`config.mk`:
```
export PLATFORM = sky130hd
export DESIGN_NAME = mtrap_ctrl
export DESIGN_NICKNAME = d
export VERILOG_FILES = /design/src/rtl/mtrap_pkg.sv /design/src/rtl/mtrap_irq_hold.sv /design/src/rtl/mtrap_event_sel.sv /design/src/rtl/mtrap_csr_arb.sv /design/src/rtl/mtrap_pc_sel.sv /design/src/rtl/mtrap_ctrl.sv
export SDC_FILE = /design/constraint.sdc
export NUM_CORES = 1
export LEC_CHECK = 0
export BUFFER_PORTS_ARGS = -buffer_cell sky130_fd_sc_hd__buf_2
export CAP_MARGIN = 20
export CORE_AREA = 10 10 150 152
export DETAILED_ROUTE_END_ITERATION = 12
export DIE_AREA = 0 0 160 162
export GPL_ROUTABILITY_DRIVEN = 0
export GPL_TIMING_DRIVEN = 0
export SLEW_MARGIN = 20
export SYNTH_ARGS = -nofsm -noshare
export SYNTH_HDL_FRONTEND = slang
export SYNTH_HIERARCHICAL = 1
export SYNTH_SLANG_ARGS = --single-unit
```
`constraint.sdc`:
```
create_clock -name clk -period 5.26 [get_ports clk]
set_clock_uncertainty 0.05 [all_clocks]
set_input_delay 0.526 -clock clk [delete_from_list [all_inputs] [get_ports clk]]
set_output_delay 0.526 -clock clk [all_outputs]
set_load 0.005 [all_outputs]
```
`src/rtl/mtrap_pkg.sv`:
```
// Shared constants and types of the machine-mode trap controller.
// Assumes a machine-only hart with a 32-bit status layout.
package mtrap_pkg;
    // status bit positions
    localparam int unsigned ST_IE   = 3;
    localparam int unsigned ST_PIE  = 7;
    localparam int unsigned ST_PPLO = 11;
    localparam int unsigned ST_PPHI = 12;

    // CSR addresses that this block arbitrates
    localparam logic [11:0] ADR_STATUS = 12'h300;
    localparam logic [11:0] ADR_EPC    = 12'h341;
    localparam logic [11:0] ADR_CAUSE  = 12'h342;

    // index of each arbitrated CSR in the write-port arrays
    localparam int unsigned IX_STATUS = 0;
    localparam int unsigned IX_EPC    = 1;
    localparam int unsigned IX_CAUSE  = 2;
    localparam int unsigned N_CSR     = 3;

    typedef enum logic [2:0] {
        EV_NONE,
        EV_IRQ,
        EV_ECALL,
        EV_EBREAK,
        EV_RETURN
    } trap_ev_e;
endpackage

```
`src/rtl/mtrap_irq_hold.sv`:
```
// Pending-interrupt holder: captures a request and keeps it until accepted.
// Assumes the request may be a single-cycle pulse.
module mtrap_irq_hold (
    input  logic clk,
    input  logic rst_n,
    input  logic irq_in,
    input  logic accept,
    output logic pending
);
    logic pend_q;

    // set on request, clear on acceptance, clear on reset
    always_ff @(posedge clk) begin
        if (!rst_n) begin
            pend_q <= 1'b0;
        end else begin
            pend_q <= (pend_q | irq_in) & ~accept;
        end
    end

    assign pending = pend_q;
endmodule

```
`src/rtl/mtrap_event_sel.sv`:
```
// Chooses the single trap event of the cycle.
// Synchronous events of the retiring instruction outrank the interrupt.
// An interrupt needs the enable bit and a valid instruction to replace.
module mtrap_event_sel
    import mtrap_pkg::*;
(
    input  logic     instr_valid,
    input  logic     is_ecall,
    input  logic     is_ebreak,
    input  logic     is_mret,
    input  logic     pending,
    input  logic     irq_enable,
    output trap_ev_e event_kind,
    output logic     irq_take
);
    logic sync_any;

    // any synchronous event from the retiring instruction
    always_comb begin
        sync_any = instr_valid & (is_ecall | is_ebreak | is_mret);
    end

    // priority pick: ecall, ebreak, return, then interrupt
    always_comb begin
        irq_take   = 1'b0;
        event_kind = EV_NONE;
        if (instr_valid && is_ecall) begin
            event_kind = EV_ECALL;
        end else if (instr_valid && is_ebreak) begin
            event_kind = EV_EBREAK;
        end else if (instr_valid && is_mret) begin
            event_kind = EV_RETURN;
        end else if (pending && irq_enable && instr_valid && !sync_any) begin
            event_kind = EV_IRQ;
            irq_take   = 1'b1;
        end
    end
endmodule

```
`src/rtl/mtrap_csr_arb.sv`:
```
// Per-CSR write arbitration: the trap controller's write overrides a CSR
// instruction write to the same register. One lane per register.
module mtrap_csr_arb #(
    parameter int unsigned XLEN = 32,
    parameter int unsigned NREG = 3,
    parameter int unsigned AW   = 12,
    parameter logic [NREG-1:0][AW-1:0] ADDRS = '0
) (
    input  logic [NREG-1:0]           own_we,
    input  logic [NREG-1:0][XLEN-1:0] own_wd,
    input  logic                      ins_we,
    input  logic [AW-1:0]             ins_addr,
    input  logic [XLEN-1:0]           ins_wd,
    output logic [NREG-1:0]           out_we,
    output logic [NREG-1:0][XLEN-1:0] out_wd
);
    for (genvar g = 0; g < NREG; g++) begin : g_lane
        logic hit;
        // address match of the instruction write for this lane
        always_comb hit = ins_we && (ins_addr == ADDRS[g]);
        // own write first, instruction write second
        always_comb begin
            out_we[g] = own_we[g] | hit;
            out_wd[g] = own_we[g] ? own_wd[g] : ins_wd;
        end
    end
endmodule

```
`src/rtl/mtrap_pc_sel.sv`:
```
// Next-PC selection: redirect over jump over sequential address.
// Also exposes the address the PC would take with no redirect.
module mtrap_pc_sel #(
    parameter int unsigned XLEN = 32
) (
    input  logic            redirect_valid,
    input  logic [XLEN-1:0] redirect_pc,
    input  logic            jump_valid,
    input  logic [XLEN-1:0] jump_target,
    input  logic [XLEN-1:0] pc_plus4,
    output logic [XLEN-1:0] flow_pc,
    output logic [XLEN-1:0] pc_next
);
    // ordinary program-flow successor
    always_comb flow_pc = jump_valid ? jump_target : pc_plus4;

    // redirect takes absolute priority
    always_comb pc_next = redirect_valid ? redirect_pc : flow_pc;
endmodule

```
`src/rtl/mtrap_ctrl.sv`:
```
// Machine-mode trap entry and return controller (top).
// Decides trap events, forms status/epc/cause writes, arbitrates them
// against CSR instruction writes and selects the next PC.
// Assumes direct-mode vectoring and machine mode only.
module mtrap_ctrl
    import mtrap_pkg::*;
#(
    parameter int unsigned XLEN       = 32,
    parameter int unsigned CODE_IRQ   = 11,
    parameter int unsigned CODE_ECALL = 11,
    parameter int unsigned CODE_BRK   = 3
) (
    input  logic            clk,
    input  logic            rst_n,
    input  logic            ext_irq,
    input  logic            instr_valid,
    input  logic            is_ecall,
    input  logic            is_ebreak,
    input  logic            is_mret,
    input  logic [XLEN-1:0] instr_pc,
    input  logic [XLEN-1:0] mstatus_in,
    input  logic [XLEN-1:0] mtvec_in,
    input  logic [XLEN-1:0] mepc_in,
    input  logic            csr_we,
    input  logic [11:0]     csr_addr,
    input  logic [XLEN-1:0] csr_wdata,
    input  logic            jump_valid,
    input  logic [XLEN-1:0] jump_target,
    input  logic [XLEN-1:0] pc_plus4,
    output logic            redirect_valid,
    output logic [XLEN-1:0] redirect_pc,
    output logic [XLEN-1:0] pc_next,
    output logic            mstatus_we,
    output logic [XLEN-1:0] mstatus_wd,
    output logic            mepc_we,
    output logic [XLEN-1:0] mepc_wd,
    output logic            mcause_we,
    output logic [XLEN-1:0] mcause_wd
);
    localparam logic [XLEN-1:0] VEC_MASK  = ~XLEN'(3);
    localparam logic [XLEN-1:0] IRQ_FLAG  = XLEN'(1) << (XLEN - 1);
    localparam logic [XLEN-1:0] CAUSE_IRQ = IRQ_FLAG | XLEN'(CODE_IRQ);
    localparam logic [XLEN-1:0] CAUSE_EC  = XLEN'(CODE_ECALL);
    localparam logic [XLEN-1:0] CAUSE_BK  = XLEN'(CODE_BRK);
    localparam logic [N_CSR-1:0][11:0] ARB_ADDRS = {ADR_CAUSE, ADR_EPC, ADR_STATUS};

    logic     pending;
    logic     irq_take;
    trap_ev_e ev;
    logic     entering;
    logic [XLEN-1:0] flow_pc;
    logic [XLEN-1:0] st_enter;
    logic [XLEN-1:0] st_return;
    logic [N_CSR-1:0]           own_we;
    logic [N_CSR-1:0][XLEN-1:0] own_wd;
    logic [N_CSR-1:0]           arb_we;
    logic [N_CSR-1:0][XLEN-1:0] arb_wd;

    mtrap_irq_hold u_hold (
        .clk     (clk),
        .rst_n   (rst_n),
        .irq_in  (ext_irq),
        .accept  (irq_take),
        .pending (pending)
    );

    mtrap_event_sel u_sel (
        .instr_valid (instr_valid),
        .is_ecall    (is_ecall),
        .is_ebreak   (is_ebreak),
        .is_mret     (is_mret),
        .pending     (pending),
        .irq_enable  (mstatus_in[ST_IE]),
        .event_kind  (ev),
        .irq_take    (irq_take)
    );

    // entry covers interrupt and both synchronous traps
    always_comb entering = (ev == EV_IRQ) || (ev == EV_ECALL) || (ev == EV_EBREAK);

    // status value on trap entry: stash enable, disable, privilege to machine
    always_comb begin
        st_enter          = mstatus_in;
        st_enter[ST_PIE]  = mstatus_in[ST_IE];
        st_enter[ST_IE]   = 1'b0;
        st_enter[ST_PPHI] = 1'b1;
        st_enter[ST_PPLO] = 1'b1;
    end

    // status value on trap return: restore enable, re-arm stash
    always_comb begin
        st_return          = mstatus_in;
        st_return[ST_IE]   = mstatus_in[ST_PIE];
        st_return[ST_PIE]  = 1'b1;
        st_return[ST_PPHI] = 1'b1;
        st_return[ST_PPLO] = 1'b1;
    end

    // own CSR write requests per event
    always_comb begin
        own_we = '0;
        own_wd = '0;
        own_we[IX_STATUS] = entering || (ev == EV_RETURN);
        own_wd[IX_STATUS] = (ev == EV_RETURN) ? st_return : st_enter;
        own_we[IX_EPC]    = entering;
        own_wd[IX_EPC]    = (ev == EV_IRQ) ? flow_pc : instr_pc;
        own_we[IX_CAUSE]  = entering;
        unique case (ev)
            EV_IRQ:    own_wd[IX_CAUSE] = CAUSE_IRQ;
            EV_ECALL:  own_wd[IX_CAUSE] = CAUSE_EC;
            EV_EBREAK: own_wd[IX_CAUSE] = CAUSE_BK;
            default:   own_wd[IX_CAUSE] = '0;
        endcase
    end

    // redirect request and its target
    always_comb begin
        redirect_valid = entering || (ev == EV_RETURN);
        redirect_pc    = (ev == EV_RETURN) ? mepc_in : (mtvec_in & VEC_MASK);
    end

    mtrap_csr_arb #(
        .XLEN  (XLEN),
        .NREG  (N_CSR),
        .AW    (12),
        .ADDRS (ARB_ADDRS)
    ) u_arb (
        .own_we   (own_we),
        .own_wd   (own_wd),
        .ins_we   (csr_we),
        .ins_addr (csr_addr),
        .ins_wd   (csr_wdata),
        .out_we   (arb_we),
        .out_wd   (arb_wd)
    );

    mtrap_pc_sel #(.XLEN(XLEN)) u_pc (
        .redirect_valid (redirect_valid),
        .redirect_pc    (redirect_pc),
        .jump_valid     (jump_valid),
        .jump_target    (jump_target),
        .pc_plus4       (pc_plus4),
        .flow_pc        (flow_pc),
        .pc_next        (pc_next)
    );

    // break out arbitrated ports
    always_comb begin
        mstatus_we = arb_we[IX_STATUS];
        mstatus_wd = arb_wd[IX_STATUS];
        mepc_we    = arb_we[IX_EPC];
        mepc_wd    = arb_wd[IX_EPC];
        mcause_we  = arb_we[IX_CAUSE];
        mcause_wd  = arb_wd[IX_CAUSE];
    end
endmodule

```
# == After elaboration in Yosys (flattened, before gate mapping) ==
# Index checks and enable logic that the tools add are counted.
# op_classes
n_addsub,0
n_mul,0
div,0
n_lt_le_gt_ge,0
n_eq_ne,7
shift,0
muxes,17
bitwise,9
n_reduce_logical,13
# op_table
operator,n
$mux 32,7
$pmux 32 s3,1
$eq 12x10->1 const B,3
$logic_and 1x1->1,9
$mux 3,3
$mux 8,1
$eq 3x2->1 const B,2
$or 1x1->1,6
$mux 1,5
$eq 3x1->1 const B,1
$eq 3x3->1 const B,1
$logic_or 1x1->1,3
$and 1x1->1,2
$logic_not 1->1,1
$not 1->1,1
# totals
reg_bits,1
latch_bits,0
ramBits,0
rom_bits,0
output_inout_bits,164
wordCells,47
memories,0

# == Logic depth before layout (Yosys ltp) ==
# Gate-level depths: netlist of run 1.
# logic_depth
ltp_word,14
ltp_mapped,8
ltp_nobuf,6

# == By module ==
# Netlist of run 1, hierarchy kept.
# modules_own_cells
module,n_inst,cells_per_inst,area_each_um2,seq_area_each_um2
mtrap_csr_arb,1,120,1222.4,0.0
mtrap_pc_sel,1,72,923.4,0.0
mtrap_ctrl,1,82,857.1,0.0
mtrap_event_sel,1,7,72.6,0.0
mtrap_irq_hold,1,3,36.3,20.0

# == Least setup slack after synthesis of run 1 ==
# No wires, ideal clock.
# synth_path
kind,in2out
start,input port is_ecall
end,output port pc_next[7]
arrival_ns,2.295
required_ns,4.684
slack_ns,2.389
path_stages,6
path_buffers,1
cell_sequence,nand2b_4 -> nor3b_2 -> nor3b_4 -> buf_6 -> mux2_1 -> mux2_2
# synth_rtl
item,line,rtl
from (decl),mtrap_ctrl.sv:17,"input logic is_ecall,"
$logic_and 1x1->1,mtrap_event_sel.sv:27,if (instr_valid && is_ecall) begin
$mux 3,mtrap_event_sel.sv:27,
named net ev[2],mtrap_ctrl.sv:49,trap_ev_e ev;
$eq 3x3->1,mtrap_ctrl.sv:119,redirect_pc = (ev == EV_RETURN) ? mepc_in : (mtvec_in & VEC_MASK);
$mux 32,mtrap_ctrl.sv:119,
named net redirect_pc[7],mtrap_ctrl.sv:31,"output logic [XLEN-1:0] redirect_pc,"
$mux 32,mtrap_pc_sel.sv:18,always_comb pc_next = redirect_valid ? redirect_pc : flow_pc;
to (decl),mtrap_ctrl.sv:32,"output logic [XLEN-1:0] pc_next,"
# The timed path passes the listed nets, and every way through them passes these cells.

# == Worst setup path in the final report of run 1 ==
# layout_path
start,input port is_mret
end,output port pc_next[21]
# layout_between
elab_chain_len,13
# layout_lines
item,line,rtl
from (decl),mtrap_ctrl.sv:19,"input logic is_mret,"
$or 1x1->1,mtrap_event_sel.sv:20,sync_any = instr_valid & (is_ecall | is_ebreak | is_mret);
$and 1x1->1,mtrap_event_sel.sv:20,
$logic_not 1->1,mtrap_event_sel.sv:33,end else if (pending && irq_enable && instr_valid && !sync_any) begin
$logic_and 1x1->1,mtrap_event_sel.sv:33,
$mux 1,mtrap_event_sel.sv:33,
$mux 3 *,mtrap_event_sel.sv:31,end else if (instr_valid && is_mret) begin
$mux 3 *,mtrap_event_sel.sv:29,end else if (instr_valid && is_ebreak) begin
$mux 3 *,mtrap_event_sel.sv:27,
named net ev[0],mtrap_ctrl.sv:49,
$eq 3x1->1 / $eq 3x2->1 (equally long branches),mtrap_ctrl.sv:79,always_comb entering = (ev == EV_IRQ) || (ev == EV_ECALL) || (ev == EV_EBREAK);
$logic_or 1x1->1 (2 in a row),mtrap_ctrl.sv:79,
$logic_or 1x1->1,mtrap_ctrl.sv:118,redirect_valid = entering || (ev == EV_RETURN);
$mux 32 *,mtrap_pc_sel.sv:18,
# The timed path passes the listed nets; every way through them passes the cells marked *.

==> results summary, run 1 <==
mux2_2 is the most common cell in the netlist. The kind of start point of the critical path is a primary input. The tightest hold path in the finished design has a slack of 0.515 ns. The routed design has 20700 µm of wire. Among all flip-flop cells after synthesis, the most frequent one is dfxtp_1. The achievable clock frequency is 284 MHz. Net switching is 42.8% of the power. The area enclosed by the die boundary is 0.0259 mm². The number of antenna violations at the first check in global routing was 2. The run finished with clean final reports. In this run the power spent charging and discharging nets is 0.000247 W. A synthesized cell averages 11.0 µm². In this run the count of I/O pins placed on the die edge is 409. The area growth from synthesis to layout is 78.9%.

The minimum period implied by the final worst setup slack is 3.52 ns. The yosys synthesis warning count is 6. For this design, the slowest cell found on the critical path is buf_2. Dividing the detail-routed wire length by the instance count gives 21.1 µm. The sequential element share of the synthesized area came out at 0.643%.

The total core area is 0.0194 mm². Once detail routing completed, the nets flagged for antenna violations numbered 0. The top-area cell type share of the netlist area came out at 68.8%. The overall track demand over capacity in global routing is 14.1%. In this run, synthesis inferred 0 flip-flops with an integrated enable.

The number of filler cells placed in the layout came out at 2121. By area the synthesized netlist is led by mux2_2 69%, mux2_4 14%, buf_2 2.4%. Once the floorplan was initialized, standard cells occupied 16.0% of the core. The worst setup path is of the in2out kind. Internal power comes to 0.000330 W. The floorplan has 51 rows. Counting flops and latches in the post-synthesis netlist gives 1.

The number of failing hold endpoints at the final stage came out at 0. The post-route fraction of the period consumed by the critical path is 66.9%. The count of unique library cells instantiated by Yosys came out at 30. The number of cells in the design after placement came out at 980. The pin count of the biggest net entering global routing came out at 11. The endpoint required time on the critical path is 4.68 ns.

The clock-pin slew on the worst setup and hold paths came out at 0 ns. The synthesized instance count is 284. The total setup buffers inserted after CTS came out at 0. Combinational cells account for 98.4% of the total power.

In this run the static leakage power is 2.90 nW. The number of optimization iterations in the first detailed-route pass came out at 4. Sequential cells burn 1.6% of the power. The final core utilization is 28.7%. The worst ir drop on vdd came out at 0.0332 mV. The area taken by flip-flops and latches is 20.0 µm².

The number of nets in the finished design came out at 962. The post-detailed-placement half-perimeter wirelength is 18300 µm. The cell area after technology mapping came out at 0.00311 mm². After the flow finishes, the layout carries non-filler instances totaling 981. The hold buffer count at cts came out at 0. The most area-hungry cell type in the Yosys netlist is mux2_2. Of all nets on the critical path, the largest fanout is 10. The die span in y is 162 µm. The floorplan die width is 160 µm.

The signal on the critical path passes through buf_2, nand3b_4, a21oi_1, nor2_1, xnor2_1, clkbuf_1, buf_2, mux2_2, buf_2. The worst slew margin relative to its limit is 61.3%. At the pin with the least slew margin, the transition time is 0.580 ns.

The data arrival at the endpoint of the critical path is 2.94 ns. Dividing total power by cell area gives a power density of 104 mW/mm². The number of gates resized after CTS is 0. The clock network fraction of design power came out at 0%. The clock latency of the later-clocked register in the worst-skew pair is 0 ns. The class of the worst hold path is reg2reg. The final number of setup-violating endpoints came out at 0. The total negative slack came out at 0 ns. Setup repair after global routing left no endpoint under its margin. The first global-routing pass estimated 28700 µm of wire. The average vias per placed instance is 4.08.

The number of flip-flops in the largest register came out at 1. The final number of max-transition violations is 0. Across the run, the number of max-cap violations was 0. The top cell family by delay on the critical path is buffers and inverters.

The worst setup path is captured at an output pin. By count the netlist is led by 190 x mux2_2, 30 x mux2_4, 15 x buf_2, 5 x nor2_1, 4 x buf_6. Counting stages on the worst path, the most repeated cell is buf_2. The number of design rule violations left after detail routing came out at 0.

In this run, the number of DRC markers left after iteration 0 of detailed routing was 118. The post-route netlist has 91.9% of its cells at a drive strength greater than 1. In this design, the stage delay of the slowest critical-path cell is 0.43 ns. The area of the multi-input gates is 0.00298 mm².

The sum of buffers and inverters on the critical path is 4. After synthesis, the share of flip-flops with an asynchronous set or reset is 0%. Summing over every cut layer, the via total after detailed routing is 3999. The count of buffers from port buffering came out at 403.

Summed over all layers, the global routing overflow is 0. The via count of the first global-routing pass is 4493.
==> logic make-up (layout without fill, tap and decap cells) <==
logic type / after synthesis / in the layout / share of synthesized area (%)
other: 2 / 31 / 0.241
multiplexers: 222 / 222 / 84.0
buffers and inverters: 29 / 432 / 7.00
AO/OA/AOI/OAI: 5 / 5 / 1.13
XOR/XNOR: 2 / 2 / 0.563
AND/OR/NAND/NOR: 23 / 23 / 6.47
flip-flops: 1 / 1 / 0.643
==> power by group through the flow <==
stage / registers (W) / logic (W) / clock network [W]
finish: 0.00000896 / 0.000568 / 0.0000000000254
global route: 0.00000898 / 0.000614 / 0
CTS: 0.00000900 / 0.000578 / 0
detailed placement: 0.00000900 / 0.000575 / 0
global placement: 0.00000888 / 0.000571 / 0
floorplan: 0.00000880 / 0.000283 / 0
==> worst min-delay path: cells and delay by family, from the launching register on <==
kind / cells / cell delay, ns
flip-flops: 1 / 0.32
AND/OR/NAND/NOR: 2 / 0.19
==> cells in the final DEF, fill, tap and decap left out, drive strengths merged <==
master and n:
a21oi 1, and2 3, buf 428, clkbuf 1, conb 30, dfxtp 1, diode 1, inv 3
mux2 222, nand2b 2, nand3 2, nand3b 1, nand4b 1, nor2 5, nor3 2, nor3b 4
nor4 1, nor4b 1, o21a 1, o21bai 1, o31ai 2, or2 1, xnor2 2
==> layer usage <==
layer | vias to the layer above | share of wire [%] | global-route usage [%]
met2 | 245 | 51 | 27.0
met4 | 0 | 1.5 | 2.05
li1 | 1921 | - | -
met3 | 15 | 8.9 | 4.52
met1 | 1818 | 38 | 15.1
met5 | - | 0 | 0
==> worst paths after layout <==
kind | startpoint | to | slack [ns] | cells after the start
max reg2reg | u_hold/pending$_SDFF_PN0_ | u_hold/pending$_SDFF_PN0_ | 4.42 | 3
min reg2reg | u_hold/pending$_SDFF_PN0_ | u_hold/pending$_SDFF_PN0_ | 0.52 | 2
min | u_hold/pending$_SDFF_PN0_ | u_hold/pending$_SDFF_PN0_ | 0.52 | 2
max | is_mret | pc_next[21] | 1.74 | 9
==> area by class of cell <==
class	count	share of cell area [%]
Tap cell	265	5.96
Buffer	26	3.71
Timing Repair Buffer	403	36.2
Multi-Input combinational cell	282	53.5
Inverter	3	0.202
Antenna cell	1	0.0449
Sequential cell	1	0.360
==> stage by stage <==
step                power [W]  setup slack [ns]  cell area [µm²]
floorplan            0.000292              2.39             3220
global placement     0.000580              1.65             5570
detailed placement   0.000584              1.59             5570
CTS                  0.000587              1.57             5570
global route         0.000623              1.52             5570
finish               0.000577              1.74             5570
No activity file was read; power rests on OpenSTA's default activity.
==> run 2, diff against run 1 <==
Settings changed: CORE_AREA 10 10 150 152 to 10 10 152 154, DIE_AREA 0 0 160 162 to 0 0 162 164.
Clock period 5.26 ns to 3 ns, I/O delays scaled along.
==> results summary, run 2 (same netlist as run 1, synthesis figures left out) <==
The flow ran to the end, and the final reports show no timing, DRC or antenna violations. The post-route worst hold slack came out at 0.502 ns. The sequential group share of total power is 1.5%. The number of nets still failing antenna checks after routing came out at 0. The library cell used most frequently in the layout, excluding fill and tap cells, is buf_2.

The minimum period implied by the final worst setup slack is 2.82 ns. The endpoint identified for the worst register-to-register timing path is u_hold/pending$_SDFF_PN0_. Summed over all nets, wire length on met3 after detailed routing comes to 1820 µm. The area of the multi-input gates is 0.00298 mm².

Setup slack on the worst reg-to-reg path comes out at 2.18 ns. The worst-case IR drop observed on VDD is 0.0622 mV. The fraction of final layout cells sized beyond drive strength 1 came out at 92.2%. The area enclosed by the die boundary came out at 0.0266 mm². The routed wirelength normalized by instance count came out at 20.1 µm. The average vias per placed instance came out at 4.07.

The critical path in this run is classified as in2out. In this run the critical register-to-register path is launched from u_hold/pending$_SDFF_PN0_. The number of failing hold endpoints at the final stage is 0. The number of antenna diodes in the final layout is 0.

The floorplan die width came out at 162 µm. Measured on the finished design, the core utilization comes to 28.0%. The overall track demand over capacity in global routing came out at 13.3%. After global routing the overflow that remains totals 0. The top metal layer carrying routed signals is met4. The power per cell area came out at 180 mW/mm². STA classifies the critical path endpoint as an output pin. The first-pass GRT wire length came out at 27800 µm. The number of cells on the worst reg-to-reg path is 3. The finished layout holds 988 standard cells, fillers aside.

In this run, the clock network consumes 0% of the power. The number of flip-flops in the largest register came out at 1. The final number of max-transition violations is 0.

Counting tap cells, the placed design contains a total of 985 instances. The sequential cells in the finished layout cover a total of 20.0 µm². The clock-pin slew on the worst setup and hold paths is 0 ns. Entering global routing, the biggest net connects 11 pins. The count of boundary I/O pins came out at 409. In this run the worst setup path terminates at mepc_wd[10].

At the worst endpoint, the arrival time is 2.47 ns. The switching fraction of total power is 42.4%. The total routed wire length on the met1 layer came out at 7620 µm.

The via count of the first global-routing pass is 4578. The overall power of the completed layout came out at 0.00101 W. After the first detailed-routing iteration, the DRC count stood at 86.

The internal portion of total power came out at 0.000581 W. The final number of setup-violating endpoints is 0. Summed over all nets, wire length on met2 after detailed routing comes to 10100 µm. For this configuration, the core starts out at a cell density of 15.5%. The initialized floorplan defines 52 standard-cell rows. The sum of routed wire length over all layers came out at 19900 µm. The number of filler cells placed in the layout came out at 2191. The worst slew margin relative to its limit is 64.9%. The first TritonRoute pass finished after 4 iterations. The reported max-cap violation count is 0. The total core area is 0.0200 mm². The critical path starts at is_mret. The area growth from synthesis to layout came out at 80.4%.

The pin slew with the least headroom to its limit came out at 0.526 ns. In this run the static leakage power is 2.93 nW. The clock latency of the later-clocked register in the worst-skew pair is 0 ns. The proportion of power drawn by combinational gates came out at 98.5%. The worst setup path is launched from a primary input.

The tightest min-delay check is of the reg2reg type. In the final design database the tool counted 965 nets. The die span in y is 164 µm. The endpoint required time on the critical path is 2.65 ns. The power spent charging and discharging nets came out at 0.000427 W. The achievable clock frequency is 355 MHz. The post-route fraction of the period consumed by the critical path came out at 94.0%. The number of antenna violations at the first check in global routing is 1.

The HPWL after detailed placement is 17700 µm. Across all layers, the routed design uses 4024 vias. The count of buffers from port buffering came out at 403. The library cells used most frequently in the layout, excluding fill and tap cells, are 417 x buf_2, 190 x mux2_2, 30 x conb_1, 30 x mux2_4, 6 x buf_4. After detailed routing, the number of remaining DRC violations is 0. Of all nets on the critical path, the largest fanout is 10. Setup repair after global routing left no endpoint under its margin.
-- run 2: layout make-up --
type,count,area share [%]
Multi-Input combinational cell,282,53.1
Inverter,3,0.201
Sequential cell,1,0.357
Tap cell,270,6.02
Buffer,26,3.74
Timing Repair Buffer,406,36.6
-- run 2: what timing repair did --
| action | in CTS | in global routing |
|---|---|---|
| hold buffers | 0 | 0 |
| gates resized for setup | 3 | 0 |
| buffers inserted | 3 | 0 |
| endpoints found under the setup margin | 61 | 0 |
-- run 2: worst min-delay path by stage --
stage	start	end	slack, ns	cells past startpoint
final	u_hold/pending$_SDFF_PN0_	u_hold/pending$_SDFF_PN0_	0.50	2
after global routing	u_hold/pending$_SDFF_PN0_	u_hold/pending$_SDFF_PN0_	0.54	2
after CTS	u_hold/pending$_SDFF_PN0_	u_hold/pending$_SDFF_PN0_	0.50	2
after detailed placement	u_hold/pending$_SDFF_PN0_	u_hold/pending$_SDFF_PN0_	0.50	2
after global placement	u_hold/pending$_SDFF_PN0_	u_hold/pending$_SDFF_PN0_	0.50	2
after floorplan	rst_n	u_hold/pending$_SDFF_PN0_	0.41	1
-- run 2: power by group through the flow --
stage	logic (W)	clock network, W	registers (W)
after floorplan	0.000497	0	0.0000154
after global placement	0.000995	0	0.0000156
after detailed placement	0.00100	0	0.0000156
after CTS	0.00101	0	0.0000156
after global routing	0.00108	0	0.0000157
final	0.000992	0	0.0000156
-- run 2: routing by layer --
layer  up-vias  GRT usage [%]
met5         -              0
met1      1824           14.4
li1       1929              -
met3        15           4.11
met4         0           2.40
met2       256           24.9
-- run 2: critical path: stages --
cell and delay [ns]:
buf_2 0.10, nand3b_4 0.15, a21oi_2 0.27, nor3b_4 0.53
buf_4 0.31, mux2_2 0.38, mux2_2 0.27, buf_2 0.13
-- run 2: per-stage QoR --
| stage | TNS, ns | setup slack, ns | area [µm²] |
|---|---|---|---|
| 6_report | 0 | 0.180 | 5610 |
| 5_1_grt | 0 | 0.000617 | 5610 |
| 4_1_cts | 0 | 0.0411 | 5610 |
| 3_5_place_dp | -6.89 | -0.205 | 5570 |
| 3_3_place_gp | -5.65 | -0.185 | 5570 |
| 2_1_floorplan | 0 | 0.581 | 3220 |
